**src/rtl/sirq_pkg.sv**
```systemverilog
// Package: shared constants for the sticky interrupt aggregator.
// Assumes nothing; only supplies the default source count.
package sirq_pkg;
    localparam int SIRQ_DEFAULT_SRC = 8;
endpackage

```
**src/rtl/sirq_flag_cell.sv**
```systemverilog
// Module: one sticky request flag.
// Set by an event, cleared by a write-one strobe; the event wins a tie.
// Assumes synchronous active-low reset.
module sirq_flag_cell (
    input  logic clk,
    input  logic rst_n,
    input  logic evt,
    input  logic clr,
    output logic flag
);
    // Hold, set or clear the flag on each edge.
    always_ff @(posedge clk) begin
        if (!rst_n)
            flag <= 1'b0;
        else if (evt)
            flag <= 1'b1;
        else if (clr)
            flag <= 1'b0;
    end
endmodule

```
**src/rtl/sirq_pulse_gen.sv**
```systemverilog
// Module: combined interrupt pulse generator.
// Emits one pulse when an enabled event arrives while all enabled flags are 0.
// Assumes flags is the registered flag vector ahead of this edge's update.
module sirq_pulse_gen #(
    parameter int NUM_SRC = 8
) (
    input  logic               clk,
    input  logic               rst_n,
    input  logic [NUM_SRC-1:0] flags,
    input  logic [NUM_SRC-1:0] en,
    input  logic [NUM_SRC-1:0] evt,
    output logic               irq
);
    logic armed;
    logic fresh;

    // The line is armed only while the enabled flag set is empty.
    always_comb armed = ~|(flags & en);
    // A fresh enabled event is one that the enable lets through.
    always_comb fresh = |(evt & en);

    // Register the pulse so that it lines up with the flag update.
    always_ff @(posedge clk) begin
        if (!rst_n)
            irq <= 1'b0;
        else
            irq <= armed & fresh;
    end
endmodule

```
**src/rtl/sirq_aggregator.sv**
```systemverilog
// Module: sticky aggregated interrupt controller (top).
// Holds one sticky flag per source and one combined one-cycle pulse.
// Assumes inputs are synchronous to clk; reset is synchronous, active low.
module sirq_aggregator
    import sirq_pkg::*;
#(
    parameter int NUM_SRC = SIRQ_DEFAULT_SRC
) (
    input  logic               clk,
    input  logic               rst_n,
    input  logic [NUM_SRC-1:0] evt_i,
    input  logic [NUM_SRC-1:0] en_i,
    input  logic [NUM_SRC-1:0] clr_i,
    output logic [NUM_SRC-1:0] flags_o,
    output logic               irq_o
);
    logic [NUM_SRC-1:0] flag_q;

    // One flag cell per source.
    for (genvar g = 0; g < NUM_SRC; g++) begin : g_flag
        sirq_flag_cell i_cell (
            .clk  (clk),
            .rst_n(rst_n),
            .evt  (evt_i[g]),
            .clr  (clr_i[g]),
            .flag (flag_q[g])
        );
    end

    sirq_pulse_gen #(.NUM_SRC(NUM_SRC)) i_pulse (
        .clk  (clk),
        .rst_n(rst_n),
        .flags(flag_q),
        .en   (en_i),
        .evt  (evt_i),
        .irq  (irq_o)
    );

    // Flags leave the block as they are stored.
    always_comb flags_o = flag_q;
endmodule

```
**config.mk**
```make
export PLATFORM = sky130hd
export DESIGN_NAME = sirq_aggregator
export DESIGN_NICKNAME = d
export VERILOG_FILES = /design/src/rtl/sirq_pkg.sv /design/src/rtl/sirq_flag_cell.sv /design/src/rtl/sirq_pulse_gen.sv /design/src/rtl/sirq_aggregator.sv
export SDC_FILE = /design/constraint.sdc
export NUM_CORES = 1
export LEC_CHECK = 0
export BUFFER_PORTS_ARGS = -buffer_cell sky130_fd_sc_hd__clkbuf_2
export CAP_MARGIN = 5
export CORE_AREA = 2 2 40 42
export DETAILED_ROUTE_END_ITERATION = 10
export DIE_AREA = 0 0 42 44
export GPL_TIMING_DRIVEN = 0
export PLACE_DENSITY = 0.69
export SLEW_MARGIN = 20
export SYNTH_ARGS = -nofsm -noshare
export SYNTH_HDL_FRONTEND = slang
export SYNTH_SLANG_ARGS = --single-unit
```
**constraint.sdc**
```tcl
create_clock -name clk -period 0.8 [get_ports clk]
set_input_delay 0.16 -clock clk [delete_from_list [all_inputs] [get_ports clk]]
set_output_delay 0.16 -clock clk [all_outputs]
set_load 0.01 [all_outputs]
```
== After elaboration in Yosys (flattened, before gate mapping) ==
Cells that the tools add are included.
Widths: inputs -> output; s select.

* Register bits after elaboration: 9
* Word-level logic and storage cells: 39

* Mux-type cells: 16
* Bitwise logic cells: 3
* Reduce and logical (&&, ||, !) cells: 11

{| class="wikitable"
|+ Operator list
! kind !! count
|-
| $and 8x8->8 || 2
|-
| $mux 1 || 16
|-
| $reduce_bool 2->1 || 8
|-
| $reduce_or 8->1 || 2
|-
| $and 1x1->1 || 1
|-
| $logic_not 1->1 || 1
|}

== Longest topological paths before layout ==
* Depth in word-level cells: 4
* Depth in mapped cells: 3

== Cells and area by module ==
Synthesis repeated with hierarchy kept, for this count alone.

* Cells, all modules: 36
* Area total of the unflattened synthesis: 430.4 µm²

{| class="wikitable"
|+ By module, submodules not included
! module !! times used !! cells an instance !! area an instance (µm²) !! sequential area each (µm²)
|-
| sirq_flag_cell || 8 || 3 || 41.3 || 20.0
|-
| sirq_pulse_gen || 1 || 12 || 100.1 || 20.0
|}

== Worst setup path after synthesis ==
No wires, ideal clock.

* Kind: flip-flop to flip-flop
* From: reg g_flag[3].i_cell.flag
* To: reg i_pulse.irq
* Library setup time: 0.060 ns
* Arrival time: 0.732 ns
* Slack: 0.008 ns
* Stages on the path, launching flop included: 3
* Buffers on the path: 0
* Cells stage by stage: dfxtp_1 a222oi_1 and3b_1

* Word-level cells in the longest chain between the ends: 4

{| class="wikitable"
|+ Ends and longest elaborated chain
! what !! line !! source
|-
| start: declaration || sirq_flag_cell.sv:9 || <nowiki>output logic flag</nowiki>
|-
| start signal: assignment || sirq_flag_cell.sv:14 || <nowiki>flag <= 1'b0;</nowiki>
|-
| start signal: assignment || sirq_flag_cell.sv:16 || <nowiki>flag <= 1'b1;</nowiki>
|-
| start signal: assignment || sirq_flag_cell.sv:18 || <nowiki>flag <= 1'b0;</nowiki>
|-
| $and 8x8->8 || sirq_pulse_gen.sv:18 || <nowiki>always_comb armed = ~|(flags & en);</nowiki>
|-
| $reduce_or 8->1 || sirq_pulse_gen.sv:18 ||
|-
| $logic_not 1->1 || sirq_pulse_gen.sv:18 ||
|-
| $and 1x1->1 || sirq_pulse_gen.sv:27 || <nowiki>irq <= armed & fresh;</nowiki>
|-
| end signal: assignment || sirq_pulse_gen.sv:27 ||
|-
| end: declaration || sirq_pulse_gen.sv:12 || <nowiki>output logic irq</nowiki>
|}

Every way passes these cells.
A chain may end at the register's enable or synchronous reset.

== Worst setup path in the final report ==
* From: reg g_flag[4].i_cell.flag
* To: out flags_o[4]

{| class="wikitable"
|+ RTL lines
! what !! line !! source
|-
| start: declaration || sirq_flag_cell.sv:9 ||
|-
| start signal: assignment || sirq_flag_cell.sv:14 ||
|-
| start signal: assignment || sirq_flag_cell.sv:16 ||
|-
| start signal: assignment || sirq_flag_cell.sv:18 ||
|-
| end: declaration || sirq_aggregator.sv:14 || <nowiki>output logic [NUM_SRC-1:0] flags_o,</nowiki>
|}

No word-level cell between the ends.

==> results.ini <==
[clocking]
path_clk_slew_ns=0.07
clock_path_buffers=2
cts_tree=done
cts_root_buf=clkbuf_4
hold_buffers=0
cts-buffers-inserted=3
clk_latency_ns=0.26
htree_num_levels=1
cts.sinks=9

[grt]
grt_max_degree=10
grt_pass1_vias=433
track_usage=0.1230
antenna_found_initial=0
grt_pass1_wl_um=1731
grt-ovfl-total=0

[drt]
wl_per_cell_um=11.02
wl_met2_um=603
highest-signal-layer=met4
vias=464
viasPerCell=4.594
dr_wl_met3_um=57
wl_met1_um=437
dr.pass1.iters=4
wirelength_um=1113
postRouteAntennaNets=0
first_iter_violations=6
drc=0

[floorplan]
start_util=0.3086
num_rows=14
die-height_um=44
num_io_pins=35
core_area_sq_mm=0.001419
die_area_sq_mm=0.001848
die_x_um=42

[sta]
max_freq_mhz=1033
tightest_slew_ns=0.2615
skew_ns=0.008923
maxSlewHeadroom=0.8256
period_minus_slack_ns=0.9684
rsz0062_at_grt=true
hold_violations=0
finalCritPeriodShare=1.211
layout_setup_ws_ns=-0.1684
setup_viol=12
drv_slew=0

[worst_setup_path]
cp_cell_sequence=buf_6 > buf_6
critPathCaptureType=primary output
critPathMaxFanout=3
crit_top_cell=buf_6
worstPathArrival_ns=0.81
setup.worst_path.start_class=register
crit_slowest_cell=dfxtp_2
crit_type=register to primary output
worstPathRequired_ns=0.64
cpPeakStageDelay_ns=0.34

[status]
status=finished with violations
violations=negative setup slack

[yosys]
synthDistinctLibCells=9
yosysWarnings=0
synth_top_area_frac=0.4114
syn-instance-count=45
synthFlopType=dfxtp_1
synth_fp_nets=71
synth_edf_count=0
synth-async-reset-ratio=0
synth_top_area_cell=dfxtp_1
netlist_area_sq_um=437.9
avgSynthCellArea_sq_um=9.732
synthTopCellsByArea=dfxtp_1, buf_4, o21a_1, nor2b_1, a22oi_1
synthTopCellsByCount=buf_4, dfxtp_1, nor2b_1, o21a_1, a22oi_1
synth_seq_cells=9
seq_area_frac_synth=0.4114

[placement]
dpl.cell_count=94
routabilityCongestion=0.6765
port_buffers=33
place_hpwl_um=860.2

[cells_and_area]
finalNonFillerCells=101
final_layout_size_suffix_gt1_frac=0.6941
num_antenna_cells=0
fin_nets=112
fillCellCount=143
fin_util=0.5608
syn_to_final_growth_pct=81.71

[worst_hold_path]
hold_class=input pin to register

[pwr]
power_density_mw_per_mm2=1467
ir_drop_mv=0.8173
leakage_nw=0.3902

[job]
max_cap_violations=0

## final cells by class
cell class | instances | area [sq um] | area share
Multi-Input combinational cell | 27 | 212.7 | 0.2673
Tap cell | 16 | 20.02 | 0.02516
Timing Repair Buffer | 36 | 249.0 | 0.3129
Sequential cell | 9 | 190.2 | 0.2390
Clock buffer | 4 | 26.28 | 0.03302
Buffer | 9 | 97.59 | 0.1226
## per-stage QoR
step / hold slack, ns / worst slack, ns / power (mW) / area (sq um) / setup TNS, ns
floorplan: 0.2838 / 0.008090 / 0.6229 / 437.9 / 0
global placement: 0.3907 / -0.06082 / 0.7299 / 623.1 / -0.06082
detailed placement: 0.3925 / -0.05819 / 0.7331 / 623.1 / -0.05819
CTS: 0.1245 / -0.1723 / 1.158 / 773.2 / -1.458
global route: 0.1374 / -0.1915 / 1.224 / 795.8 / -1.771
finish: 0.1230 / -0.1684 / 1.167 / 795.8 / -1.448
## flip-flops by register name, indices dropped and copies added, names as in the netlist
| signal | count |
|---|---|
| g_flag.i_cell.flag | 8 |
| i_pulse.irq | 1 |
## metal layers
layer | up-vias | track usage
met5 | - | 0
met3 | 2 | 0.01667
met4 | 0 | 0.05806
li1 | 237 | -
met2 | 16 | 0.2250
met1 | 209 | 0.1414
## logic make-up (layout without fill, tap and decap cells)
family                 after synthesis  after routing  synth area share
flip-flops                           9              9            0.4114
AO/OA/AOI/OAI                       15             15            0.2629
AND/OR/NAND/NOR                     12             12            0.1714
buffers and inverters                9             49            0.1543
## path summary, 6_finish.rpt
| path | from | to | slack (ns) | cells after the start |
|---|---|---|---|---|
| worst min register to register | g_flag[3].i_cell.flag | g_flag[3].i_cell.flag | 0.60 | 2 |
| worst max register to register | g_flag[6].i_cell.flag | i_pulse.irq | -0.13 | 4 |
| worst min-delay path | evt_i[2] | g_flag[2].i_cell.flag | 0.12 | 2 |
| worst max-delay path | g_flag[4].i_cell.flag | flags_o[4] | -0.17 | 2 |
## placed cells by master (no fill, tap or decap), types with 2 or more instances in the layout
cell type,count
buf_6,19
nor2b_4,3
nand4_1,2
a22oi_1,6
clkbuf_4,3
dfxtp_2,8
nor2b_1,5
o21a_1,8
clkbuf_2,24
## worst max-delay path, delay by kind of cell (launching register included)
kind | cells | cell delay (ns)
buffers and inverters | 2 | 0.22
DFF | 1 | 0.34
## what timing repair did
item                                    in CTS  in global routing
cloned                                       0                  0
endpoints found under the setup margin      10                 13
buffers inserted                             3                  0
pin swaps                                    0                  1
gates resized for setup                     27                  5
## power breakdown
part | internal [mW] | total (mW) | leakage (nW) | switching, mW
clock network | 0.192 | 0.350 | 0.0150 | 0.158
registers | 0.485 | 0.509 | 0.0769 | 0.0243
logic | 0.208 | 0.309 | 0.298 | 0.100
total | 0.885 | 1.17 | 0.390 | 0.283
Note: power is estimated with default switching activity, not from simulation.
